**config.mk**
```make
export PLATFORM = sky130hd
export DESIGN_NAME = irq_cascade
export DESIGN_NICKNAME = d
export VERILOG_FILES = /design/src/rtl/irq_cascade_pkg.sv /design/src/rtl/irq_flag_bank.sv /design/src/rtl/irq_cpu_latch.sv /design/src/rtl/irq_cascade.sv
export SDC_FILE = /design/constraint.sdc
export NUM_CORES = 1
export LEC_CHECK = 0
export ABC_AREA = 1
export BUFFER_PORTS_ARGS = -buffer_cell sky130_fd_sc_hd__buf_2
export CORE_MARGIN = 8
export CORE_UTILIZATION = 30
export CTS_CLUSTER_DIAMETER = 100
export DETAILED_ROUTE_END_ITERATION = 8
export SYNTH_ARGS = -nofsm -noshare
export SYNTH_HDL_FRONTEND = slang
export SYNTH_SLANG_ARGS = --single-unit
```
**constraint.sdc**
```tcl
create_clock -name clk -period 2.6 [get_ports clk]
set_clock_uncertainty 0.15 [all_clocks]
set_input_delay 0.78 -clock clk [delete_from_list [all_inputs] [get_ports clk]]
set_output_delay 0.78 -clock clk [all_outputs]
set_load 0.05 [all_outputs]
```
**src/rtl/irq_cascade_pkg.sv**
```systemverilog
package irq_cascade_pkg;
  localparam int unsigned FLAG_W  = 7;
  localparam int unsigned LINE_W  = 6;
  localparam int unsigned ADDR_W  = 3;
  localparam int unsigned DATA_W  = 8;

  localparam logic [ADDR_W-1:0] A_SLOT_FLAG = 3'd0;
  localparam logic [ADDR_W-1:0] A_SLOT_EN   = 3'd1;
  localparam logic [ADDR_W-1:0] A_SEC_FLAG  = 3'd2;
  localparam logic [ADDR_W-1:0] A_SEC_EN    = 3'd3;
  localparam logic [ADDR_W-1:0] A_CTRL      = 3'd4;
endpackage

```
**src/rtl/irq_flag_bank.sv**
```systemverilog
module irq_flag_bank #(
  parameter int unsigned W          = 7,
  parameter bit          ACTIVE_LOW = 1'b0,
  parameter logic [W-1:0] CLR_MASK  = '1
) (
  input  logic         clk,
  input  logic         rst_n,
  input  logic [W-1:0] src,
  input  logic         flag_we,
  input  logic         en_we,
  input  logic [W:0]   wdata,
  output logic [W-1:0] flag_q,
  output logic [W-1:0] en_q,
  output logic         summary
);
  localparam logic [W-1:0] FLAG_RST = ACTIVE_LOW ? '1 : '0;

  logic [W-1:0] src_q;
  logic [W-1:0] pend;
  logic [W-1:0] pend_nxt;
  logic [W-1:0] rise;
  logic [W-1:0] fall;
  logic [W-1:0] wclr;
  logic [W-1:0] flag_d;
  logic [W-1:0] en_d;

  generate
    if (ACTIVE_LOW) begin : g_low
      assign pend   = ~flag_q;
      assign flag_d = ~pend_nxt;
    end else begin : g_high
      assign pend   = flag_q;
      assign flag_d = pend_nxt;
    end
  endgenerate

  always_comb begin
    rise     = src & ~src_q;
    fall     = ~src & src_q;
    wclr     = flag_we ? (wdata[W-1:0] & CLR_MASK) : '0;
    pend_nxt = (pend & ~(fall | wclr)) | rise;
    if (en_we) begin
      en_d = wdata[W] ? (en_q | wdata[W-1:0]) : (en_q & ~wdata[W-1:0]);
    end else begin
      en_d = en_q;
    end
    summary = |(pend & en_q);
  end

  always_ff @(posedge clk or negedge rst_n) begin
    if (!rst_n) begin
      src_q  <= '0;
      flag_q <= FLAG_RST;
      en_q   <= '0;
    end else begin
      src_q  <= src;
      flag_q <= flag_d;
      en_q   <= en_d;
    end
  end

  a_r2_enable_or: assert property (@(posedge clk) disable iff (!rst_n)
    (en_we && wdata[W]) |=> ((en_q & $past(wdata[W-1:0])) == $past(wdata[W-1:0])));

  a_r2_enable_clear: assert property (@(posedge clk) disable iff (!rst_n)
    (en_we && !wdata[W]) |=> ((en_q & $past(wdata[W-1:0])) == '0));

  a_r3_rise_pends: assert property (@(posedge clk) disable iff (!rst_n)
    (|(src & ~src_q)) |=> ((pend & $past(src & ~src_q)) == $past(src & ~src_q)));

  a_r6_flag_holds: assert property (@(posedge clk) disable iff (!rst_n)
    (!flag_we && (src == src_q)) |=> $stable(flag_q));
endmodule

```
**src/rtl/irq_cpu_latch.sv**
```systemverilog
module irq_cpu_latch #(
  parameter int unsigned W = 6
) (
  input  logic         clk,
  input  logic         rst_n,
  input  logic [W-1:0] src,
  input  logic         ctrl_we,
  input  logic [1:0]   wdata_hi,
  output logic         irq_q,
  output logic         mode_q,
  output logic [W-1:0] lines_q
);
  logic [W-1:0] src_q;
  logic         chg;
  logic         irq_d;
  logic         mode_d;
  logic [W-1:0] lines_d;

  always_comb begin
    chg    = (src != src_q);
    mode_d = mode_q | (ctrl_we & wdata_hi[0]);
    if (mode_q && chg) begin
      irq_d   = 1'b1;
      lines_d = src;
    end else begin
      irq_d   = (ctrl_we && wdata_hi[1]) ? 1'b0 : irq_q;
      lines_d = lines_q;
    end
  end

  always_ff @(posedge clk or negedge rst_n) begin
    if (!rst_n) begin
      src_q   <= '0;
      irq_q   <= 1'b0;
      mode_q  <= 1'b0;
      lines_q <= '0;
    end else begin
      src_q   <= src;
      irq_q   <= irq_d;
      mode_q  <= mode_d;
      lines_q <= lines_d;
    end
  end

  a_r8_change_sets: assert property (@(posedge clk) disable iff (!rst_n)
    (mode_q && (src != src_q)) |=> (irq_q && (lines_q == $past(src))));

  a_r8_mode_sticky: assert property (@(posedge clk) disable iff (!rst_n)
    mode_q |=> mode_q);

  a_r9_sticky: assert property (@(posedge clk) disable iff (!rst_n)
    (irq_q && !(ctrl_we && wdata_hi[1])) |=> irq_q);

  a_r9_clear: assert property (@(posedge clk) disable iff (!rst_n)
    (ctrl_we && wdata_hi[1] && !(mode_q && (src != src_q))) |=> !irq_q);
endmodule

```
**src/rtl/irq_cascade.sv**
```systemverilog
module irq_cascade
  import irq_cascade_pkg::*;
#(
  parameter int unsigned VBL_BIT      = 0,
  parameter int unsigned SLOT_SUM_BIT = 6,
  parameter int unsigned CPU_SEC_BIT  = 1
) (
  input  logic              clk,
  input  logic              rst_n,
  input  logic [FLAG_W-1:0] slot_req,
  input  logic [FLAG_W-2:0] sec_req,
  input  logic [LINE_W-2:0] cpu_req,
  input  logic              wr_en,
  input  logic [ADDR_W-1:0] addr,
  input  logic [DATA_W-1:0] wr_data,
  output logic [DATA_W-1:0] rd_data,
  output logic              cpu_irq
);
  localparam logic [FLAG_W-1:0] VBL_MASK = FLAG_W'(1) << VBL_BIT;

  logic [1:0]        rst_sync;
  logic              rst_i_n;
  logic [FLAG_W-1:0] slot_flag;
  logic [FLAG_W-1:0] slot_en;
  logic              slot_sum;
  logic [FLAG_W-1:0] sec_src;
  logic [FLAG_W-1:0] sec_flag;
  logic [FLAG_W-1:0] sec_en;
  logic              sec_sum;
  logic [LINE_W-1:0] cpu_src;
  logic              cpu_flag;
  logic              cpu_mode;
  logic [LINE_W-1:0] dev_lines;

  always_ff @(posedge clk or negedge rst_n) begin
    if (!rst_n) rst_sync <= 2'b00;
    else        rst_sync <= {rst_sync[0], 1'b1};
  end
  assign rst_i_n = rst_sync[1];

  irq_flag_bank #(.W(FLAG_W), .ACTIVE_LOW(1'b1), .CLR_MASK(VBL_MASK)) i_slot (
    .clk(clk), .rst_n(rst_i_n), .src(slot_req),
    .flag_we(wr_en && addr == A_SLOT_FLAG), .en_we(wr_en && addr == A_SLOT_EN),
    .wdata(wr_data), .flag_q(slot_flag), .en_q(slot_en), .summary(slot_sum)
  );

  for (genvar i = 0; i < FLAG_W; i++) begin : g_sec_map
    if (i == SLOT_SUM_BIT) begin : g_sum
      assign sec_src[i] = slot_sum;
    end else begin : g_dev
      localparam int J = (i < SLOT_SUM_BIT) ? i : i - 1;
      assign sec_src[i] = sec_req[J];
    end
  end

  irq_flag_bank #(.W(FLAG_W), .ACTIVE_LOW(1'b0), .CLR_MASK('1)) i_sec (
    .clk(clk), .rst_n(rst_i_n), .src(sec_src),
    .flag_we(wr_en && addr == A_SEC_FLAG), .en_we(wr_en && addr == A_SEC_EN),
    .wdata(wr_data), .flag_q(sec_flag), .en_q(sec_en), .summary(sec_sum)
  );

  for (genvar i = 0; i < LINE_W; i++) begin : g_cpu_map
    if (i == CPU_SEC_BIT) begin : g_sum
      assign cpu_src[i] = sec_sum;
    end else begin : g_dev
      localparam int J = (i < CPU_SEC_BIT) ? i : i - 1;
      assign cpu_src[i] = cpu_req[J];
    end
  end

  irq_cpu_latch #(.W(LINE_W)) i_cpu (
    .clk(clk), .rst_n(rst_i_n), .src(cpu_src),
    .ctrl_we(wr_en && addr == A_CTRL), .wdata_hi(wr_data[7:6]),
    .irq_q(cpu_flag), .mode_q(cpu_mode), .lines_q(dev_lines)
  );

  always_comb begin
    case (addr)
      A_SLOT_FLAG: rd_data = {1'b0, slot_flag};
      A_SLOT_EN:   rd_data = {1'b0, slot_en};
      A_SEC_FLAG:  rd_data = {sec_sum, sec_flag};
      A_SEC_EN:    rd_data = {1'b0, sec_en};
      A_CTRL:      rd_data = {cpu_flag, cpu_mode, dev_lines};
      default:     rd_data = '0;
    endcase
  end

  assign cpu_irq = cpu_flag;

  a_r7_cascade_to_cpu: assert property (@(posedge clk) disable iff (!rst_i_n)
    ($rose(sec_sum) && cpu_mode) |=> cpu_irq);
endmodule

```
==> results.md <==
- Synthesis-stage register bit count: 58
- Commonest non-fill, non-tap cell in the layout: nand2_1
- Synth cell types: 28
- Post-route setup slack: -0.0973 ns
- Largest net degree at the start of global routing: 24
- Mapped Nets: 323
- Final critical-path share of the clock period: 104%
- Tightest Hold Check Type: input pin to asynchronous set/reset pin
- IO Count: 41
- FF+latch area: 0.00146 mm²
- CORE AREA: 0.00855 mm²
- Starting Density: 30.2%
- Mapped Cells: 291
- ANT nets after route: 0
- Max rail drop VDD: 0.221 mV
- Reg-to-reg startpoint: i_sec.flag_q[3]
- # H-tree levels: 3
- Initial antenna violation count: 0
- Clock network power share: 31.4%
- DP Wirelength: 4.85 mm
- CTS Buf Count: 9
- RD Place Congestion: 0.873
- Clk slew on worst S/H paths: 0.07 ns
- Worst hold margin: 0.0628 ns
- DR WL/cell: 14.1 µm
- CTS max path bufs: 2
- FF-to-FF path depth: 8
- # diodes: 0
- All-layer global routing usage: 11.9%
- Internal: 1.66 mW
- Vias per cell: 4.60
- Hold-fix buffers at CTS: 0
- Synthesized area: 0.00258 mm²
- Pleak: approximately 1.7 nW
- Fin crit period: about 2.7 ns
- I/O Buffers: 40
- Worst-Skew Late Latency: 0.33 ns
- Sw Ratio: 31.0%
- Crit path arrival time: 1.77 ns
- MaxCap Viol Count: 0
- Startpoint Class: input pin
- CTS tree: yes
- CP Class: input pin to primary output
- Crit path required time: roughly 1.7 ns
- Slew Limit Fails: 0
- Final hold viol count: 0
- RSZ-0062 raised after global routing: yes
- Vias in the first global route: roughly 2200
- Detailed Route WL: between 6 and 7 mm
- Fin nets: 389
- Cell taking the most area after synthesis: dfrtp_1
- Placed cell count: 446
- Fmax: 0.371 GHz
- Register share of total power: 48.4%
- FF-to-FF setup slack: 0.81 ns
- Non-Filler Instances: 470
- Commonest cells after routing, fill and taps aside: nand2_1 (84), dfrtp_1 (50), buf_2 (29)
- Synth warn: 0
- Die W: 109 µm
- Clk sinks: 58
- CTS root buf: clkbuf_8
- Layout cells sized above 1: 31.2%
- NetSw: between 0.7 and 0.8 mW
- Die ar.: 0.0118 mm²
- Iter 0 DRT Violations: 82
- Worst Path Max Fanout: 6
- Comb power frac: 20.1%
- Sequential area share after synthesis: 56.5%
- FF-to-FF End: i_cpu.irq_q
- Total grt overflow: 0
- Synth top area cells: dfrtp_1 (49%), nand2_1 (14%), dfstp_2 (7.1%), inv_1 (4.2%), nand3_1 (3.9%)
- Relative max-transition margin: 65.2%
- FP Rows: 34
- Synth top area share: 49.4%
- Vias: 2162
- Die height: 109 µm
- DRC violations left: 0
- P&R area growth vs syn: 31.5%
- Finish-stage setup viols: 8
- Multi-input gate area: about 0.0010 mm²
- Fillcell total: 862
- Syn avg cell area: ~8.9 µm²
- Setup crit end kind: primary output
- Violated checks: negative setup slack
- Power density over cell area: 707 mW/mm²
- Tightest Pin Transition: 0.522 ns
- Status: complete, but fails checks
- CP startpoint: addr[2]
- First-pass GRT wire length: 10.9 mm
- Drt pass-1 iters: 4
-- timing repair --
| action | 4_1_cts | 5_1_grt |
|---|---|---|
| setup buffers | 5 | 3 |
| gates cloned | 0 | 0 |
| setup endpoints to repair | 8 | 8 |
| resized for setup | 33 | 13 |
| pin swaps | 7 | 9 |
-- Yosys cell counts --
| cell type | number |
|---|---|
| inv_2 | 3 |
| buf_12 | 1 |
| nor2_1 | 15 |
| nor2_4 | 2 |
| dfstp_2 | 7 |
| nand3_2 | 1 |
| a21oi_2 | 3 |
| o22ai_1 | 2 |
| a2bb2oi_1 | 1 |
| a31o_2 | 1 |
| buf_4 | 1 |
| nor3_1 | 1 |
| dfrtp_1 | 51 |
| o211ai_1 | 6 |
| nor3_4 | 1 |
| o21ai_1 | 5 |
| clkbuf_1 | 2 |
| xnor2_1 | 3 |
| a21oi_1 | 17 |
| nand3_1 | 20 |
| a31oi_1 | 9 |
| o21ai_0 | 12 |
| conb_1 | 1 |
| nand2_1 | 93 |
| inv_1 | 29 |
| nand2_4 | 2 |
| o2111ai_1 | 1 |
| nor2_8 | 1 |
-- per-layer routing --
layer / global-route usage, % / vias to the layer above / wire (µm)
met1: 14.6 / 1023 / 2970
met5: 0 / - / 0
met3: 4.02 / 14 / 306
met4: 6.06 / 0 / 170
li1: - / 1083 / -
met2: 18.3 / 42 / 3170
-- stage by stage --
step	instance area [µm²]	utilization (%)	TNS, ns	setup WS, ns	power (mW)
floorplan	2600	-	-1.59	-0.246	1.45
global placement	3000	35.0	-1.68	-0.262	1.59
detailed placement	3000	35.0	-1.97	-0.292	1.61
CTS	3310	38.7	-0.634	-0.109	2.42
global route	3400	39.7	-0.974	-0.145	2.55
finish	3400	39.7	-0.533	-0.0973	2.40
-- worst max-delay path, stage by stage --
cell and delay [ns]:
buf_12 0.11, nor3_4 0.20, buf_12 0.15, nand2_2 0.05, nand2_2 0.07, a21oi_2 0.03
o211ai_1 0.12, buf_4 0.24
-- worst max path at each step --
stage	end	slack [ns]	depth (start not counted)
detailed placement	rd_data[6]	-0.29	9
global route	rd_data[0]	-0.14	8
floorplan	rd_data[1]	-0.25	3
global placement	rd_data[0]	-0.26	9
CTS	rd_data[6]	-0.11	9
finish	rd_data[1]	-0.1	8
-- logic make-up after synthesis --
kind of cell    share of synthesized area (%)
compound gates                           13.0
xor+xnor                                 1.02
buf+inv                                  6.00
flops                                    56.5
other cells                             0.145
simple gates                             23.3
-- power groups by stage --
| stage | sequential, mW | clock [mW] | combinational, mW |
|---|---|---|---|
| 2_1_floorplan | 1.13 | 0 | 0.315 |
| 3_3_place_gp | 1.16 | 0 | 0.428 |
| 3_5_place_dp | 1.17 | 0 | 0.437 |
| 4_1_cts | 1.16 | 0.783 | 0.471 |
| 5_1_grt | 1.18 | 0.823 | 0.544 |
| 6_report | 1.16 | 0.755 | 0.483 |
-- final cells by class --
| class | count | area share [%] |
|---|---|---|
| Clock buffer | 14 | 5.08 |
| Clock inverter | 2 | 0.295 |
| Inverter | 32 | 4.05 |
| Multi-Input combinational cell | 197 | 30.7 |
| Sequential cell | 58 | 43.0 |
| Tap cell | 108 | 3.98 |
| Timing Repair Buffer | 59 | 12.9 |
(Power assumes the default switching activity.)
